## src/rtl/tcm_req_pkg.sv

```systemverilog
package tcm_req_pkg;
  localparam int DW = 32;
  localparam int NLANE = DW / 8;

  typedef enum logic {
    ST_IDLE = 1'b0,
    ST_REQ  = 1'b1
  } req_state_t;

  localparam logic [1:0] SZ_BYTE = 2'b00;
  localparam logic [1:0] SZ_HALF = 2'b01;

  localparam logic [3:0] CODE_MIN = 4'd3;
  localparam logic [3:0] CODE_MAX = 4'd11;
  localparam int CAP_BIAS = 9;
endpackage

```

## src/rtl/tcm_size_decode.sv

```systemverilog
module tcm_size_decode
  import tcm_req_pkg::*;
#(
  parameter int AW = 32
) (
  input  logic [3:0]    size_code,
  input  logic [AW-1:0] byte_addr,
  output logic          present,
  output logic          in_range
);
  logic [4:0] cap_shift;

  always_comb begin
    present   = (size_code >= CODE_MIN) && (size_code <= CODE_MAX);
    cap_shift = 5'(size_code) + 5'(CAP_BIAS);
    in_range  = present && ((byte_addr >> cap_shift) == '0);
  end
endmodule

```

## src/rtl/tcm_lane_gen.sv

```systemverilog
module tcm_lane_gen
  import tcm_req_pkg::*;
(
  input  logic             is_write,
  input  logic [1:0]       acc_size,
  input  logic [1:0]       lsb,
  input  logic [DW-1:0]    wdata,
  output logic [NLANE-1:0] strb,
  output logic [DW-1:0]    lane_data
);
  logic [NLANE-1:0] byte_strb;

  genvar g;
  generate
    for (g = 0; g < NLANE; g++) begin : g_lane
      assign byte_strb[g] = (lsb == 2'(g));
    end
  endgenerate

  always_comb begin
    strb      = '0;
    lane_data = wdata;
    if (acc_size == SZ_BYTE) begin
      lane_data = {NLANE{wdata[7:0]}};
      if (is_write) strb = byte_strb;
    end else if (acc_size == SZ_HALF) begin
      lane_data = {2{wdata[15:0]}};
      if (is_write) strb = lsb[1] ? 4'b1100 : 4'b0011;
    end else begin
      if (is_write) strb = '1;
    end
  end
endmodule

```

## src/rtl/tcm_req.sv

```systemverilog
module tcm_req
  import tcm_req_pkg::*;
#(
  parameter int AW  = 32,
  parameter int WAW = 18
) (
  input  logic             clk,
  input  logic             rst_n,
  input  logic [3:0]       cfg_size,
  input  logic             req_valid,
  input  logic [AW-1:0]    req_addr,
  input  logic             req_write,
  input  logic [1:0]       req_size,
  input  logic [DW-1:0]    req_wdata,
  output logic             rsp_done,
  output logic             rsp_err,
  output logic [DW-1:0]    rsp_rdata,
  output logic             tcm_cs,
  output logic [WAW-1:0]   tcm_addr,
  output logic [NLANE-1:0] tcm_strb,
  output logic [DW-1:0]    tcm_wdata,
  input  logic             tcm_wait,
  input  logic [DW-1:0]    tcm_rdata
);
  logic [1:0] rst_sync_q;
  logic       rst_ok;

  always_ff @(posedge clk or negedge rst_n) begin
    if (!rst_n) rst_sync_q <= 2'b00;
    else        rst_sync_q <= {rst_sync_q[0], 1'b1};
  end
  assign rst_ok = rst_sync_q[1];

  logic             present, in_range;
  logic [NLANE-1:0] strb_d;
  logic [DW-1:0]    lane_d;

  tcm_size_decode #(.AW(AW)) u_dec (
    .size_code (cfg_size),
    .byte_addr (req_addr),
    .present   (present),
    .in_range  (in_range)
  );

  tcm_lane_gen u_lane (
    .is_write  (req_write),
    .acc_size  (req_size),
    .lsb       (req_addr[1:0]),
    .wdata     (req_wdata),
    .strb      (strb_d),
    .lane_data (lane_d)
  );

  req_state_t       st_q, st_d;
  logic [WAW-1:0]   addr_q;
  logic [NLANE-1:0] strb_q;
  logic [DW-1:0]    wdata_q;
  logic             wr_q;
  logic             accept, reject, finish, load_en;

  always_comb begin
    accept  = (st_q == ST_IDLE) && req_valid && in_range;
    reject  = (st_q == ST_IDLE) && req_valid && !in_range;
    finish  = (st_q == ST_REQ) && !tcm_wait;
    load_en = accept;
    st_d    = st_q;
    case (st_q)
      ST_IDLE: if (accept) st_d = ST_REQ;
      ST_REQ:  if (finish) st_d = ST_IDLE;
      default: st_d = ST_IDLE;
    endcase
  end

  always_ff @(posedge clk or negedge rst_ok) begin
    if (!rst_ok) begin
      st_q    <= ST_IDLE;
      addr_q  <= '0;
      strb_q  <= '0;
      wdata_q <= '0;
      wr_q    <= 1'b0;
    end else begin
      st_q <= st_d;
      if (load_en) begin
        addr_q  <= req_addr[WAW+1:2];
        strb_q  <= strb_d;
        wdata_q <= lane_d;
        wr_q    <= req_write;
      end
    end
  end

  assign tcm_cs    = accept;
  assign tcm_addr  = addr_q;
  assign tcm_strb  = (st_q == ST_REQ) ? strb_q : '0;
  assign tcm_wdata = wdata_q;
  assign rsp_done  = finish;
  assign rsp_err   = reject;
  assign rsp_rdata = (finish && !wr_q) ? tcm_rdata : '0;

  assert_absent_no_cs_R1: assert property (@(posedge clk) disable iff (!rst_ok)
    !present |-> !tcm_cs);
  assert_err_no_cs_R2: assert property (@(posedge clk) disable iff (!rst_ok)
    rsp_err |-> (!tcm_cs && !rsp_done));
  assert_cs_then_req_R3: assert property (@(posedge clk) disable iff (!rst_ok)
    tcm_cs |=> (st_q == ST_REQ));
  assert_wait_hold_R4: assert property (@(posedge clk) disable iff (!rst_ok)
    (st_q == ST_REQ && tcm_wait) |=>
      (st_q == ST_REQ && !tcm_cs && $stable(tcm_addr) && $stable(tcm_strb) && $stable(tcm_wdata)));
  assert_done_ends_R5: assert property (@(posedge clk) disable iff (!rst_ok)
    rsp_done |=> (tcm_strb == '0));
  assert_strb_shape_R8: assert property (@(posedge clk) disable iff (!rst_ok)
    (tcm_strb != '0) |-> ($countones(tcm_strb) == 1 || $countones(tcm_strb) == 2 ||
                          $countones(tcm_strb) == 4));
endmodule

```

## config.mk

```make
export PLATFORM = sky130hd
export DESIGN_NAME = tcm_req
export DESIGN_NICKNAME = d
export VERILOG_FILES = /design/src/rtl/tcm_req_pkg.sv /design/src/rtl/tcm_size_decode.sv /design/src/rtl/tcm_lane_gen.sv /design/src/rtl/tcm_req.sv
export SDC_FILE = /design/constraint.sdc
export NUM_CORES = 1
export LEC_CHECK = 0
export ABC_AREA = 1
export ABC_CLOCK_PERIOD_IN_PS = 1800
export BUFFER_PORTS_ARGS = -buffer_cell sky130_fd_sc_hd__buf_2
export CORE_AREA = 10 10 112 114
export CTS_CLUSTER_DIAMETER = 50
export DETAILED_ROUTE_END_ITERATION = 6
export DIE_AREA = 0 0 122 124
export PLACE_DENSITY = 0.79
export SYNTH_ARGS = -nofsm -noshare
export SYNTH_HDL_FRONTEND = slang
export SYNTH_SLANG_ARGS = --single-unit
export TNS_END_PERCENT = 100
```

## constraint.sdc

```tcl
create_clock -name clk -period 1.8 [get_ports clk]
set_clock_uncertainty 0.15 [all_clocks]
set_input_delay 0.18 -clock clk [delete_from_list [all_inputs] [get_ports clk]]
set_output_delay 0.18 -clock clk [all_outputs]
set_load 0.01 [all_outputs]
```

== Word level (Yosys, flattened, before mapping) ==
Index checks and enable logic that the tools add are counted.
W data, S select, Z words.
Word-level totals
  register bits after elaboration: 58
  input bits: 107
  output and inout bits: 89
  word-level logic and storage cells: 41
Cells by class
  equal/unequal tests: 4
  reduce and logical (&&, ||, !) cells: 13
  magnitude comparators: 2
  add/sub/neg operators: 1
  shift-type cells: 1
  bitwise logic cells: 1
  multiplexer cells: 13
Operator list (count)
  $mux W32: 3
  $logic_not A32 Y1: 1
  $shr A32 B5 Y32: 1
  $mux W4: 7
  $logic_and A1 B1 Y1: 7
  $add A4 B4 Y5 const B: 1
  $eq A2 B1 Y1 const B: 2
  $eq A2 B2 Y1 const B: 2
  $ge A4 B2 Y1 const B: 1
  $le A4 B4 Y1 const B: 1
  $logic_not A2 Y1: 2
  $logic_not A1 Y1: 3
  $mux W1: 2
  $pmux W1 S2: 1
  $not A1 Y1: 1

== Logic depth before layout (Yosys ltp) ==
Gate-level depths: netlist (run 1).
  word-level depth: 7
  depth in mapped cells: 18
  mapped depth without buffers: 15

== Cells and area by module ==
A second synthesis (run 1) with hierarchy kept.
Unflattened totals
  cell total of the unflattened synthesis: 622
  area total of the unflattened synthesis: 4232.8 um^2
Modules (own cells, without submodules)
  tcm_req: sequential area each 1451.4 um^2, instances 1, area each 2740.1 um^2, cells an instance 333
  tcm_size_decode: sequential area each 0.0 um^2, instances 1, area each 952.2 um^2, cells an instance 182
  tcm_lane_gen: sequential area each 0.0 um^2, instances 1, area each 540.5 um^2, cells an instance 107

== Worst setup path before layout (run 1) ==
Ideal clock, no wire load.
  path type: in2out
  start: input port cfg_size[0]
  end: output port tcm_cs
  data arrival time: 1.625 ns
  data required time: 1.470 ns
  stages on the path: 15
  path slack: -0.155 ns
  cell sequence: buf_4 > buf_4 > nand2_1 > nand3_1 > nand2_1 > nand2_1 > nor2_1 > nand2_1 > o21ai_1 > nand2_1 > nand2_1 > nand4_1 > buf_4 > buf_6 > inv_1
Between the ends
  word-level cells in the longest chain between the ends: 5
Ends and longest elaborated chain
  start, declared: RTL line tcm_req.sv:9  | input logic [3:0] cfg_size,
  $add A4 B4 Y5: RTL line tcm_size_decode.sv:15  | cap_shift = 5'(size_code) + 5'(CAP_BIAS);
  $shr A32 B5 Y32: RTL line tcm_size_decode.sv:16  | in_range = present && ((byte_addr >> cap_shift) == '0);
  $logic_not A32 Y1: RTL line tcm_size_decode.sv:16
  $logic_and A1 B1 Y1 (*): RTL line tcm_size_decode.sv:16
  $logic_and A1 B1 Y1 (*): RTL line tcm_req.sv:62  | accept = (st_q == ST_IDLE) && req_valid && in_range;
  end, declared: RTL line tcm_req.sv:18  | output logic tcm_cs,
Every way passes the cells marked *; elsewhere a longest branch is shown, timed or not.

== Final worst setup path (run 1) ==
  start: input port cfg_size[0]
  end: output port rsp_err
Between the ends
  word-level cells in the longest chain between the ends: 6
Ends and longest elaborated chain
  $add A4 B4 Y5: RTL line tcm_size_decode.sv:15
  $shr A32 B5 Y32: RTL line tcm_size_decode.sv:16
  $logic_not A32 Y1: RTL line tcm_size_decode.sv:16
  $logic_and A1 B1 Y1 (*): RTL line tcm_size_decode.sv:16
  $logic_not A1 Y1 (*): RTL line tcm_req.sv:63  | reject = (st_q == ST_IDLE) && req_valid && !in_range;
  $logic_and A1 B1 Y1 (*): RTL line tcm_req.sv:63
  end, declared: RTL line tcm_req.sv:16  | output logic rsp_err,
Marked as above.

==> results.sh, run 1 <==
export IMPL_ys_seq_area_frac=0.3776
export IMPL_synth_cells=597
export IMPL_synth_nets=704
export IMPL_grt_pass1_vias=4726
export IMPL_rsz0062_at_grt="yes"
export IMPL_rows=37
export IMPL_power_density_nw_per_um2=610.1
export IMPL_grt_remaining_overflow=0
export IMPL_die_x_um=122
export IMPL_grt_pass1_wl_mm=24.10
export IMPL_setup_violations_final=47
export IMPL_die_height_um=124
export IMPL_path_clk_slew_ns=0.07
export IMPL_dp_cells=932
export IMPL_finalInstanceArea_um2=6554
export IMPL_fill_cells=828
export IMPL_post_dp_hpwl_mm=11.27
export IMPL_drv_slew=0
export IMPL_crit_family="simple AND/OR/NAND/NOR gates"
export IMPL_via_per_inst=5.107
export IMPL_avgSynthCellArea_um2=6.438
export IMPL_status="complete, but fails checks"
export IMPL_cp_max_fo=6
export IMPL_path_cells="buf_12 -> buf_16 -> nand2_4 -> nand3_2 -> nand2_2 -> nand2_1 -> nor2_2 -> nand2_1 -> o21ai_1 -> nand2_1 -> nand2_2 -> buf_4 -> buf_6 -> nand2_2 -> nand2_1 -> inv_1 -> buf_2"
export IMPL_fin_nets=954
export IMPL_fin_tns_setup_ns=-4.879
export IMPL_p_leak_nw=3.886
export IMPL_ys_seq_elements=58
export IMPL_required_ns=1.47
export IMPL_grt_usage=0.1975
export IMPL_violations="setup timing"
export IMPL_grt_max_degree=57
export IMPL_crit_arrival_ns=1.71
export IMPL_clockRootBuffer="clkbuf_8"
export IMPL_num_vias=5051
export IMPL_drtIter0Drc=499
export IMPL_synth_area_um2=3844
export IMPL_antenna_found_initial=1
export IMPL_ir_worst_vdd_v=0.0004159
export IMPL_wl_mm=17.34
export IMPL_tritoncts="done"
export IMPL_io_pins=196
export IMPL_place_area_um2=5177
export IMPL_critical_path_max_stage_delay_ns=0.14
export IMPL_fin_cells=989
export IMPL_cp_end_kind="output port"
export IMPL_regArea_um2=1454
export IMPL_dieArea_um2=15130
export IMPL_yosysWarnings=0
export IMPL_multi_input_area_um2=2445
export IMPL_cts_htree_levels=3
export IMPL_ant_nets=0
export IMPL_initial_utilization=0.3757
export IMPL_clkLatencyLatePin_ns=0.34
export IMPL_cts_sinks=58
export IMPL_first_pass_iters=5
export IMPL_holdCritPathClass="input port to register"
export IMPL_hold_viol_final=0
export IMPL_cp_buffers_inverters=6
export IMPL_fmax_mhz=491.3
export IMPL_crit_slowest_cell="buf_16"
export IMPL_crit_path_start_kind="input port"
export IMPL_yosys_cell_types_count=22
export IMPL_layout_drive_gt1_share=0.4789
export IMPL_finalCriticalPeriod_ns=2.035
export IMPL_core_area_um2=10230
export IMPL_drcViolationCount=0
export IMPL_clockBufferDepth=2
export IMPL_maxCapViolations=0
export IMPL_gp_congestion=0.9340
export IMPL_numCtsBuffers=9
export IMPL_post_drt_wl_per_cell_um=17.53
export IMPL_finalCritPeriodShare=1.131
export IMPL_area_delta_synth_final_pct=70.51
export IMPL_numPortBuffers=195
export IMPL_critical_path_class="input port to output port"
export IMPL_setup_slack_ns=-0.2354
export IMPL_cpMostUsedCell="nand2_1"
## stage by stage
| stage | total power, mW | hold slack [ns] | util | setup slack (ns) |
|---|---|---|---|---|
| 2_1_floorplan | 1.964 | -0.2656 | - | -0.06603 |
| 3_3_place_gp | 2.368 | -0.1860 | 0.5061 | -0.3585 |
| 3_5_place_dp | 2.376 | -0.1808 | 0.5061 | -0.3866 |
| 4_1_cts | 3.846 | 0.008613 | 0.5749 | -0.1685 |
| 5_1_grt | 4.208 | 0.03012 | 0.6406 | -0.3020 |
| 6_report | 3.998 | 0.02787 | 0.6406 | -0.2354 |
## metal layers
metal  global-route usage  share of wire
met4              0.09911          0.037
met3              0.06199           0.10
met2               0.3304           0.50
met5                    0              0
met1               0.2237           0.36
## layout make-up
cell class	count	share of cell area
repair inverters	1	0.001336
repair buffers	275	0.2994
inverters	71	0.04467
diodes	1	0.0003818
well taps	136	0.02596
flip-flops and latches	58	0.2218
clock inverters	5	0.01184
multi-input cells	431	0.3730
clock buffers	11	0.02157
## state kept, by name, summed over array words and instances (netlist names)
name        flops
tcm_addr       18
wr_q            1
tcm_wdata      32
st_q            1
rst_sync_q      2
strb_q          4
## cell usage in the layout (no fill, tap or decap), types with 2 or more instances in the layout
master and instances:
nand4_1 56, buf_2 192, nand2_2 67, inv_2 3, clkinvlp_4 2, buf_4 33
o41ai_1 2, inv_1 63, a21oi_1 4, nand3_2 19, buf_8 2, a21oi_2 2
nand2_4 34, o211ai_1 9, bufinv_16 2, and2_1 2, buf_6 8, nor2_2 5
dfrtp_1 56, nand2_1 155, o21ai_1 3, o21ai_0 14, nor2_1 39, dlygate4sd3_1 22
clkbuf_16 5, clkbuf_8 10, dfrtp_2 2, buf_16 2, nand3_1 15, buf_12 10
clkinv_2 2
## tightest hold or removal path: stages
cell and delay [ns]:
buf_2 0.10, o41ai_1 0.08, nand4_1 0.08, nand2_1 0.05
## final timing paths
| kind | start | end | slack (ns) | cells past startpoint |
|---|---|---|---|---|
| worst max register to register | st_q | tcm_addr[1] | 0.04 | 9 |
| worst min-delay path | req_addr[0] | strb_q[0] | 0.03 | 4 |
| max in group asynchronous | rst_n | rst_sync_q[1] | 0.81 | 3 |
| worst max-delay path | cfg_size[0] | rsp_err | -0.24 | 17 |
| min in group asynchronous | rst_sync_q[1] | tcm_wdata[4] | 0.10 | 1 |
| worst min register to register | rst_sync_q[1] | tcm_wdata[4] | 0.10 | 1 |
## power by group
| part | switching (mW) | leakage (nW) | total, mW | internal [mW] |
|---|---|---|---|---|
| Clock | 0.552 | 0.109 | 1.37 | 0.813 |
| Sequential | 0.0975 | 0.789 | 1.52 | 1.42 |
| Combinational | 0.618 | 2.99 | 1.12 | 0.499 |
## synthesized netlist by cell type
| library cell | n | area (um^2) |
|---|---|---|
| inv_4 | 1 | 6.260 |
| nand3_1 | 35 | 175.2 |
| a31oi_1 | 1 | 6.260 |
| o211ai_1 | 9 | 67.56 |
| dfrtp_1 | 58 | 1451 |
| nand4_1 | 56 | 350.3 |
| o41ai_1 | 2 | 17.52 |
| buf_4 | 6 | 45.04 |
| nand2_2 | 2 | 12.51 |
| clkbuf_1 | 13 | 48.80 |
| inv_2 | 3 | 11.26 |
| inv_1 | 66 | 247.7 |
| buf_6 | 8 | 90.09 |
| o21ai_1 | 2 | 10.01 |
| nor2_1 | 45 | 168.9 |
| a21oi_1 | 6 | 30.03 |
| clkinv_1 | 1 | 3.750 |
| o21ai_0 | 15 | 75.07 |
| and2_1 | 3 | 18.77 |
| conb_1 | 1 | 3.750 |
| buf_2 | 10 | 50.05 |
| nand2_1 | 254 | 953.4 |
## what timing repair did
| item | 4_1_cts | 5_1_grt |
|---|---|---|
| endpoints found under the hold margin | 22 | 0 |
| setup endpoints to repair | 38 | 90 |
| hold buffers | 22 | 0 |
| gates resized for setup | 42 | 149 |
| buffers inserted | 6 | 3 |
| pin swaps | 18 | 45 |
| gates cloned | 3 | 7 |
## logic make-up after synthesis
kind of cell / Yosys count / share of synthesized area
flops: 58 / 0.3776
buf+inv: 108 / 0.1309
simple gates: 395 / 0.4368
compound gates: 35 / 0.05371
other cells: 1 / 0.0009756
No activity file was read; power rests on OpenSTA's default activity.
==> run 2, diff against run 1 <==
CORE_AREA = 10 10 128 101   (was 10 10 112 114)
DIE_AREA = 0 0 138 111   (was 0 0 122 124)
==> results.sh, run 2 (synthesis gave the netlist of run 1 again) <==
export IMPL_p_sw_frac=0.2966
export IMPL_setup_slack_ns=-0.1955
export IMPL_die_height_um=111
export IMPL_finalCritPeriodShare=1.109
export IMPL_fin_nets=951
export IMPL_path_clk_slew_ns=0.05
export IMPL_io_pins=196
export IMPL_initial_utilization=0.3636
export IMPL_numCtsBuffers=9
export IMPL_violations="setup timing"
export IMPL_holdCritPathClass="input port to asynchronous set/reset pin"
export IMPL_cp_buffers_inverters=5
export IMPL_path_cells="buf_12 -> inv_8 -> nand2_1 -> nand3_2 -> nand2_1 -> nand2_1 -> nand2_1 -> nand2_1 -> nor2_1 -> nand3_1 -> nand2_2 -> nand4_1 -> buf_6 -> inv_4 -> buf_6"
export IMPL_cpMostUsedCell="nand2_1"
export IMPL_reg2reg_depth=8
export IMPL_power_density_nw_per_um2=673.8
export IMPL_grt_max_degree=57
export IMPL_area_delta_synth_final_pct=63.80
export IMPL_grt_usage=0.1880
export IMPL_finalCriticalPeriod_ns=1.996
export IMPL_ir_worst_vdd_v=0.0005119
export IMPL_drv_slew=0
export IMPL_first_pass_iters=4
export IMPL_place_area_um2=5150
export IMPL_grt_remaining_overflow=0
export IMPL_crit_arrival_ns=1.67
export IMPL_dieArea_um2=15320
export IMPL_numPortBuffers=195
export IMPL_critical_path_max_stage_delay_ns=0.16
export IMPL_final_cell_mix="nand2_1 (219), buf_2 (192), inv_1 (63), nand4_1 (56), dfrtp_1 (56)"
export IMPL_clockBufferDepth=2
export IMPL_ant_nets=0
export IMPL_crit_slowest_cell="buf_6"
export IMPL_tritoncts="done"
export IMPL_crit_path_start_kind="input port"
export IMPL_layout_drive_gt1_share=0.4064
export IMPL_p_sw_mw=1.258
export IMPL_r2r_end="tcm_wdata[6]"
export IMPL_cts_htree_levels=3
export IMPL_cp_end_kind="output port"
export IMPL_clockRootBuffer="clkbuf_16"
export IMPL_rows=33
export IMPL_reg2reg_from="st_q"
export IMPL_internal_power_mw=2.984
export IMPL_maxCapViolations=0
export IMPL_via_per_inst=5.077
export IMPL_die_x_um=138
export IMPL_hold_viol_final=0
export IMPL_antenna_found_initial=1
export IMPL_pwr_share_clk=0.398
export IMPL_post_drt_wl_per_cell_um=16.56
export IMPL_crit_family="simple AND/OR/NAND/NOR gates"
export IMPL_required_ns=1.47
export IMPL_gp_congestion=0.8866
export IMPL_fill_cells=941
export IMPL_p_leak_nw=3.854
export IMPL_status="complete, but fails checks"
export IMPL_rsz0062_at_grt="yes"
export IMPL_drcViolationCount=0
export IMPL_grt_pass1_vias=4782
export IMPL_drtIter0Drc=291
export IMPL_hold_ws_ns=0.02553
export IMPL_regToRegSetupSlack_ns=0.24
export IMPL_grt_pass1_wl_mm=24.44
export IMPL_cp_max_fo=19
export IMPL_post_dp_hpwl_mm=11.10
export IMPL_wl_mm=16.39
export IMPL_num_vias=5026
export IMPL_comb_power_share=0.251
export IMPL_core_area_um2=10570
export IMPL_sequentialPowerShare=0.351
export IMPL_largest_reg_flops=32
export IMPL_mostFrequentLayoutCell="nand2_1"
export IMPL_setup_violations_final=23
export IMPL_cts_sinks=58
export IMPL_total_power_mw=4.242
export IMPL_critical_path_class="input port to output port"
export IMPL_finalInstanceArea_um2=6296
export IMPL_fmax_mhz=501.1
export IMPL_clkLatencyLatePin_ns=0.32
[run 2: cell count changes in the layout (fill, tap and decap cells not counted), sizes merged]
cell         delta
bufbuf          -1
bufinv          -1
clkinv          +2
clkinvlp        -2
dlygate4sd3     -2
inv             +1
[run 2: how the worst max path moves through the flow]
stage	startpoint	to	slack (ns)	cells past startpoint
global placement	cfg_size[1]	tcm_wdata[5]	-0.36	14
detailed placement	cfg_size[0]	tcm_wdata[19]	-0.37	15
CTS	cfg_size[0]	tcm_cs	-0.11	15
global route	cfg_size[0]	tcm_cs	-0.28	15
floorplan	cfg_size[0]	tcm_cs	-0.07	16
finish	cfg_size[0]	tcm_cs	-0.20	15
[run 2: power groups by stage]
stage               clock network, mW  registers, mW  logic [mW]
global placement                    0           1.51       0.857
CTS                              1.74           1.49       0.974
floorplan                           0           1.57       0.398
detailed placement                  0           1.50       0.874
finish                           1.69           1.49        1.07
global route                     1.78           1.50        1.17
[run 2: area by class of cell]
| type | count | area (um^2) | share of cell area |
|---|---|---|---|
| diodes | 1 | 2.502 | 0.0003975 |
| flip-flops and latches | 58 | 1454 | 0.2309 |
| inverters | 71 | 289.0 | 0.04591 |
| clock inverters | 5 | 53.80 | 0.008545 |
| multi-input cells | 431 | 2172 | 0.3450 |
| clock buffers | 11 | 242.7 | 0.03855 |
| well taps | 140 | 175.2 | 0.02782 |
| repair inverters | 1 | 8.758 | 0.001391 |
| repair buffers | 272 | 1898 | 0.3015 |
[run 2: routing by layer]
metal  vias to the layer above  GRT usage  share of wire
met5                         -          0              0
met2                       295     0.3049           0.47
li1                       2397          -              -
met4                         0    0.04278          0.019
met3                        33    0.06635          0.096
met1                      2301     0.2340           0.41
[run 2: per-stage QoR]
step,std cells,setup slack [ns],util,TNS [ns]
floorplan,597,-0.06603,-,-1.083
global placement,930,-0.3589,0.4872,-19.18
detailed placement,930,-0.3710,0.4872,-18.69
CTS,974,-0.1117,0.5610,-0.1954
global route,990,-0.2758,0.5956,-4.572
finish,990,-0.1955,0.5956,-0.6779
[run 2: repair_timing]
action | CTS | global route
pin swaps | 34 | 28
setup endpoints to repair | 74 | 89
hold buffers | 20 | 0
hold endpoints to repair | 21 | 0
buffers inserted | 6 | 9
cloned | 2 | 6
gates resized for setup | 54 | 45
